### src/rtl/tcs_pkg.sv
package tcs_pkg;
  typedef enum logic {
    CS_IDLE = 1'b0,
    CS_WAIT = 1'b1
  } cal_st_e;
endpackage

### src/rtl/tcs_edge.sv
module tcs_edge #(
  parameter int W = 3
) (
  input  logic         clk,
  input  logic         rst_n,
  input  logic [W-1:0] lvl,
  output logic [W-1:0] rise
);
  logic [W-1:0] prev_q;

  for (genvar i = 0; i < W; i++) begin : g_bit
    always_ff @(posedge clk or negedge rst_n) begin
      if (!rst_n) prev_q[i] <= 1'b0;
      else        prev_q[i] <= lvl[i];
    end
    assign rise[i] = lvl[i] & ~prev_q[i];
  end
endmodule

### src/rtl/tcs_ctrl.sv
module tcs_ctrl
  import tcs_pkg::*;
#(
  parameter int RT_W  = 3,
  parameter int DLY_W = 8
) (
  input  logic             clk,
  input  logic             rst_n,
  input  logic             trig_req,
  input  logic             cal_req,
  input  logic             busy_in,
  input  logic [DLY_W-1:0] cal_delay,
  input  logic [RT_W-1:0]  rtype_in,
  output logic             accept,
  output logic             cal_busy,
  output logic             issue,
  output logic             tp_fire,
  output logic [RT_W-1:0]  rt_hold
);
  cal_st_e          st_q, st_d;
  logic             acc_q, acc_d;
  logic [DLY_W-1:0] cnt_q, cnt_d;
  logic [RT_W-1:0]  rt_q, rt_d;
  logic             free, cal_go, trig_go, iss_t, iss_c;

  always_comb begin
    free    = !acc_q && (st_q == CS_IDLE);
    cal_go  = free & cal_req;
    trig_go = free & trig_req & ~cal_req;
    iss_t   = acc_q & ~busy_in;
    iss_c   = (st_q == CS_WAIT) && (cnt_q == '0) && !busy_in;

    acc_d = acc_q;
    st_d  = st_q;
    cnt_d = cnt_q;
    rt_d  = rt_q;

    if (trig_go)    acc_d = 1'b1;
    else if (iss_t) acc_d = 1'b0;

    case (st_q)
      CS_IDLE: begin
        if (cal_go) begin
          st_d  = CS_WAIT;
          cnt_d = cal_delay;
        end
      end
      CS_WAIT: begin
        if (cnt_q != '0)  cnt_d = cnt_q - 1'b1;
        else if (!busy_in) st_d = CS_IDLE;
      end
      default: st_d = CS_IDLE;
    endcase

    if (cal_go | trig_go) rt_d = rtype_in;
  end

  always_ff @(posedge clk or negedge rst_n) begin
    if (!rst_n) begin
      st_q  <= CS_IDLE;
      acc_q <= 1'b0;
      cnt_q <= '0;
      rt_q  <= '0;
    end else begin
      st_q  <= st_d;
      acc_q <= acc_d;
      cnt_q <= cnt_d;
      rt_q  <= rt_d;
    end
  end

  assign accept   = acc_q;
  assign cal_busy = (st_q == CS_WAIT);
  assign issue    = iss_t | iss_c;
  assign tp_fire  = cal_go;
  assign rt_hold  = rt_q;
endmodule

### src/rtl/tcs_fanout.sv
module tcs_fanout #(
  parameter int N_SLV = 4,
  parameter int RT_W  = 3
) (
  input  logic             clk,
  input  logic             rst_n,
  input  logic             issue,
  input  logic             tp_fire,
  input  logic             sync_fire,
  input  logic [N_SLV-1:0] slave_mask,
  input  logic [RT_W-1:0]  rt_hold,
  output logic [N_SLV-1:0] trig_out,
  output logic [N_SLV-1:0] tp_out,
  output logic [N_SLV-1:0] sync_out,
  output logic [RT_W-1:0]  rtype_out
);
  for (genvar s = 0; s < N_SLV; s++) begin : g_slv
    logic trig_d, tp_d, sync_d;
    always_comb begin
      trig_d = issue     & slave_mask[s];
      tp_d   = tp_fire   & slave_mask[s];
      sync_d = sync_fire & slave_mask[s];
    end
    always_ff @(posedge clk or negedge rst_n) begin
      if (!rst_n) begin
        trig_out[s] <= 1'b0;
        tp_out[s]   <= 1'b0;
        sync_out[s] <= 1'b0;
      end else begin
        trig_out[s] <= trig_d;
        tp_out[s]   <= tp_d;
        sync_out[s] <= sync_d;
      end
    end
  end

  logic [RT_W-1:0] rto_d;
  always_comb rto_d = issue ? rt_hold : rtype_out;

  always_ff @(posedge clk or negedge rst_n) begin
    if (!rst_n) rtype_out <= '0;
    else        rtype_out <= rto_d;
  end
endmodule

### src/rtl/tcs_counter.sv
module tcs_counter #(
  parameter int W = 16
) (
  input  logic         clk,
  input  logic         rst_n,
  input  logic         inc,
  output logic [W-1:0] count
);
  logic [W-1:0] cnt_d;
  always_comb cnt_d = inc ? count + 1'b1 : count;

  always_ff @(posedge clk or negedge rst_n) begin
    if (!rst_n) count <= '0;
    else        count <= cnt_d;
  end
endmodule

### src/rtl/trigcal_seq.sv
module trigcal_seq #(
  parameter int N_SLV = 4,
  parameter int RT_W  = 3,
  parameter int NUM_W = 16,
  parameter int DLY_W = 8
) (
  input  logic             clk,
  input  logic             rst_n,
  input  logic             mode_global,
  input  logic             host_trig,
  input  logic             host_cal,
  input  logic             host_sync,
  input  logic             ext_trig,
  input  logic             ext_cal,
  input  logic             ext_init,
  input  logic             busy_in,
  input  logic [DLY_W-1:0] cal_delay,
  input  logic [RT_W-1:0]  rtype_in,
  input  logic [N_SLV-1:0] slave_mask,
  output logic             accept,
  output logic             cal_busy,
  output logic [N_SLV-1:0] trig_out,
  output logic [N_SLV-1:0] tp_out,
  output logic [N_SLV-1:0] sync_out,
  output logic [RT_W-1:0]  rtype_out,
  output logic [NUM_W-1:0] trig_num
);
  localparam int NCMD = 3;

  logic [NCMD-1:0] host_rise;
  logic            trig_req, cal_req, sync_req;
  logic            issue, tp_fire;
  logic [RT_W-1:0] rt_hold;

  tcs_edge #(.W(NCMD)) u_edge (
    .clk  (clk),
    .rst_n(rst_n),
    .lvl  ({host_sync, host_cal, host_trig}),
    .rise (host_rise)
  );

  always_comb begin
    if (mode_global) begin
      trig_req = ext_trig;
      cal_req  = ext_cal;
      sync_req = ext_init;
    end else begin
      trig_req = host_rise[0];
      cal_req  = host_rise[1];
      sync_req = host_rise[2];
    end
  end

  tcs_ctrl #(.RT_W(RT_W), .DLY_W(DLY_W)) u_ctrl (
    .clk      (clk),
    .rst_n    (rst_n),
    .trig_req (trig_req),
    .cal_req  (cal_req),
    .busy_in  (busy_in),
    .cal_delay(cal_delay),
    .rtype_in (rtype_in),
    .accept   (accept),
    .cal_busy (cal_busy),
    .issue    (issue),
    .tp_fire  (tp_fire),
    .rt_hold  (rt_hold)
  );

  tcs_fanout #(.N_SLV(N_SLV), .RT_W(RT_W)) u_fan (
    .clk       (clk),
    .rst_n     (rst_n),
    .issue     (issue),
    .tp_fire   (tp_fire),
    .sync_fire (sync_req),
    .slave_mask(slave_mask),
    .rt_hold   (rt_hold),
    .trig_out  (trig_out),
    .tp_out    (tp_out),
    .sync_out  (sync_out),
    .rtype_out (rtype_out)
  );

  tcs_counter #(.W(NUM_W)) u_cnt (
    .clk  (clk),
    .rst_n(rst_n),
    .inc  (issue),
    .count(trig_num)
  );
endmodule

### config.mk
export PLATFORM = sky130hd
export DESIGN_NAME = trigcal_seq
export DESIGN_NICKNAME = d
export VERILOG_FILES = /design/src/rtl/tcs_pkg.sv /design/src/rtl/tcs_edge.sv /design/src/rtl/tcs_ctrl.sv /design/src/rtl/tcs_fanout.sv /design/src/rtl/tcs_counter.sv /design/src/rtl/trigcal_seq.sv
export SDC_FILE = /design/constraint.sdc
export NUM_CORES = 1
export LEC_CHECK = 0
export ABC_AREA = 1
export BUFFER_PORTS_ARGS = -buffer_cell sky130_fd_sc_hd__buf_2
export CAP_MARGIN = 20
export CORE_ASPECT_RATIO = 0.8
export CORE_MARGIN = 2
export CORE_UTILIZATION = 50
export CTS_BUF_LIST = sky130_fd_sc_hd__clkbuf_8
export DETAILED_ROUTE_END_ITERATION = 7
export GPL_TIMING_DRIVEN = 0
export PLACE_DENSITY = 0.78
export SYNTH_ARGS = -nofsm -noshare
export SYNTH_HDL_FRONTEND = slang
export SYNTH_SLANG_ARGS = --single-unit
### constraint.sdc
create_clock -name clk -period 1.4 [get_ports clk]
set_input_delay 0 -clock clk [delete_from_list [all_inputs] [get_ports clk]]
set_output_delay 0 -clock clk [all_outputs]
set_load 0.05 [all_outputs]
==> results_dict.tcl <==
set metrics [dict create \
    critPathArrivalTime_ns 1.66 \
    start_util 0.526 \
    start_kind "flop" \
    slew_viol_final 0 \
    cts.clk_slew.worst_paths_ns 0.09 \
    utilization 0.721 \
    hold_viol 0 \
    fp.coreArea_um2 4620 \
    period_share 1.01 \
    maxSlewHeadroom 0.745 \
    h-tree-depth 2 \
    io_buffer_count 57 \
    ioPinCount 58 \
    track_usage 0.218 \
    ys_ff_latch 47 \
    vias 2246 \
    ys_types 29 \
    period_needed_ns 1.41 \
    place_area_um2 2820 \
    drc 0 \
    synth_top_family_by_area "simple AND/OR/NAND/NOR gates" \
    die_area_um2 5440 \
    first_global_vias 2026 \
    grt_setup_unrepaired "true" \
    worst-path-buf-inv 3 \
    clockRootBuffer "clkbuf_8" \
    final_antenna_net_count 0 \
    place.gp.congestion 0.936 \
    cts_inserted_buffers 5 \
    slowest_delay_ns 0.39 \
    yosysWarnings 0 \
    crit_path_end_kind "flop" \
    synth_area_um2 2430 \
    synthAdderAreaFrac 0.0154 \
    cts_buffer_depth 2 \
    yosys.area.top_type "dfrtp_1" \
    nNetsFinal 417 \
    cts_tree "yes" \
    grt_pass1_wl_um 8930 \
    path_class "reg -> reg" \
    synth_xor_area_frac 0.0396 \
    die_height_um 66.4 \
    cap_violations 0 \
    die_width_um 82.0 \
    grt_max_degree 48 \
    p_per_area_nw_per_um2 1540 \
    cp_max_fo 6 \
    synth_mux_area_frac 0 \
    postLayoutSetupSlackWorst_ns -0.0114 \
    diodes 0 \
    clk_latency_ns 0.30 \
    area_growth_pct 37.1 \
    ys_seq_area_frac 0.484 \
    grt_overflow 0 \
    synth_compound_area_frac 0.0638 \
    vias_per_cell 4.99 \
    path_delay_family "flip-flops" \
    violations "negative setup slack" \
    irDropWorstVdd_mv 1.17 \
    fmax_mhz 709 \
    fin_total_pwr_mw 5.14 \
    synth_top_area_frac 0.484 \
    rows 22 \
    synthTopCellsByArea "dfrtp_1, nand2_1, nor2_1" \
    drt-initial-drc-count 186 \
    cts_sinks 47 \
    total_leakage_power_nw 1.71 \
    slowest_stage "dfrtp_1" \
    finalSetupViolCount 5 \
    fin_worst_skew_ns 0.00819 \
    synth_simple_gate_area_frac 0.325 \
    setup_tns_ns -0.0339 \
    worst_ep_required_time_ns 1.65 \
    antenna_found_initial 0 \
    syn_inst 295 \
    dp_slack_ns -0.140 \
    first_pass_iters 4 \
    synth_nets 323 \
    cp_common_cell "nand2_1" \
    path_cells "inv_2 > ha_4 > nand3_4 > o21ai_4 > nand2_4 > inv_8 > clkbuf_16 > nand2_1 > nand2_1" \
    drt_wl_total_um 5880 \
    worst_pin_slew_ns 0.382 \
    avgSynthCellArea_um2 8.24 \
    status "complete, but fails checks" \
    drive_gt1_frac 0.362 \
    dp_hpwl_um 3870 \
    hold_class "in -> reg" \
    wl_per_cell_um 13.1 \
    stdcell_area_um2 3330 \
]
[report_power, final]
part / internal (mW) / leakage, nW / switching [mW] / total (mW)
registers: 1.65 / 0.594 / 0.300 / 1.95
logic: 0.854 / 1.07 / 1.33 / 2.19
clock network: 0.538 / 0.0548 / 0.473 / 1.01
total: 3.04 / 1.71 / 2.11 / 5.14
[synth_stat cells]
cell type / number
o211ai_1: 1
inv_6: 1
nand2_4: 2
a22oi_1: 1
nand2_2: 2
xor2_1: 3
buf_12: 1
or2_2: 4
nand3_2: 5
nand2_1: 102
dfrtp_1: 47
o21ai_1: 3
o21ai_4: 2
inv_1: 26
buf_4: 1
o21ai_0: 10
or2_1: 1
xnor2_1: 8
buf_2: 1
nor2_1: 32
o31ai_1: 1
inv_2: 1
buf_6: 3
nor2_2: 2
ha_1: 3
nand4_1: 4
nand3_1: 22
nor2_4: 2
o21ai_2: 4
[cell type report]
cell class,instances,area (µm²)
Buffer,6,70.1
Multi-Input combinational cell,214,1160
Inverter,28,113
Clock inverter,3,46.3
Sequential cell,47,1190
Timing Repair Buffer,87,606
Tap cell,60,75.1
Fill cell,346,1290
Clock buffer,5,68.8
[placed cells by master (no fill, tap or decap), types with 5 or more instances in the layout]
master / netlist / final
nor2_2: 2 / 7
dlygate4sd3_1: 0 / 14
buf_2: 1 / 58
nor2_1: 32 / 26
clkbuf_8: 0 / 5
inv_1: 26 / 24
dfrtp_2: 0 / 13
o21ai_0: 10 / 6
o21ai_1: 3 / 7
xnor2_1: 8 / 8
nand2_1: 102 / 97
nand2_4: 2 / 5
buf_4: 1 / 13
nand3_1: 22 / 22
dfrtp_1: 47 / 34
[cells by family (layout without fill, tap and decap cells)]
family | count (synthesis) | after routing
buf+inv | 34 | 129
simple gates | 178 | 178
fa+ha+maj | 3 | 3
compound gates | 22 | 22
flops | 47 | 47
xor+xnor | 11 | 11
[worst reg2reg max path: cells and delay by family (launching register included)]
kind | cells | cell delay (ns)
buf+inv | 3 | 0.36
fa+ha+maj | 1 | 0.16
compound gates | 1 | 0.15
simple gates | 4 | 0.30
flops | 1 | 0.39
[registers in the layout, indices dropped and copies added, names as in the netlist]
name	count
u_cnt.count	16
u_ctrl.accept	1
u_ctrl.cal_busy	1
u_ctrl.cnt_q	8
u_ctrl.rt_hold	3
u_edge.prev_q	3
u_fan.rtype_out	3
u_fan.sync_out	4
u_fan.tp_out	4
u_fan.trig_out	4
[repair_timing]
| item | 4_1_cts | 5_1_grt |
|---|---|---|
| gates cloned | 0 | 2 |
| setup endpoints to repair | 31 | 31 |
| gates resized for setup | 3 | 22 |
| buffers inserted | 7 | 6 |
| endpoints found under the hold margin | 69 | 0 |
| pin swaps | 4 | 9 |
| hold buffers | 14 | 0 |
[per-layer routing]
layer	vias up	GRT usage	part of all wire
li1	1115	-	-
met1	1045	0.301	0.45
met2	76	0.343	0.47
met3	10	0.0410	0.059
met4	0	0.0750	0.021
met5	-	0	0
[per-stage QoR]
| stage | instances | hold slack (ns) |
|---|---|---|
| floorplan | 295 | -0.296 |
| finish | 450 | 0.0175 |
| detailed placement | 412 | 0.128 |
| global route | 450 | 0.0439 |
| CTS | 441 | 0.00805 |
| global placement | 412 | 0.124 |
[worst paths after layout]
path                                           end  cells past startpoint  slack (ns)              start
worst min-delay path               u_ctrl.cnt_q[7]                      4        0.02       cal_delay[7]
worst min register to register  u_fan.rtype_out[1]                      2        0.48  u_ctrl.rt_hold[1]
min in group asynchronous          u_ctrl.cnt_q[4]                      2        0.09              rst_n
max in group asynchronous           u_cnt.count[4]                      3        0.84              rst_n
worst max register to register  u_fan.rtype_out[0]                      9       -0.01    u_ctrl.cnt_q[1]
worst max-delay path            u_fan.rtype_out[0]                      9       -0.01    u_ctrl.cnt_q[1]
Note: power is estimated with default switching activity, not from simulation.
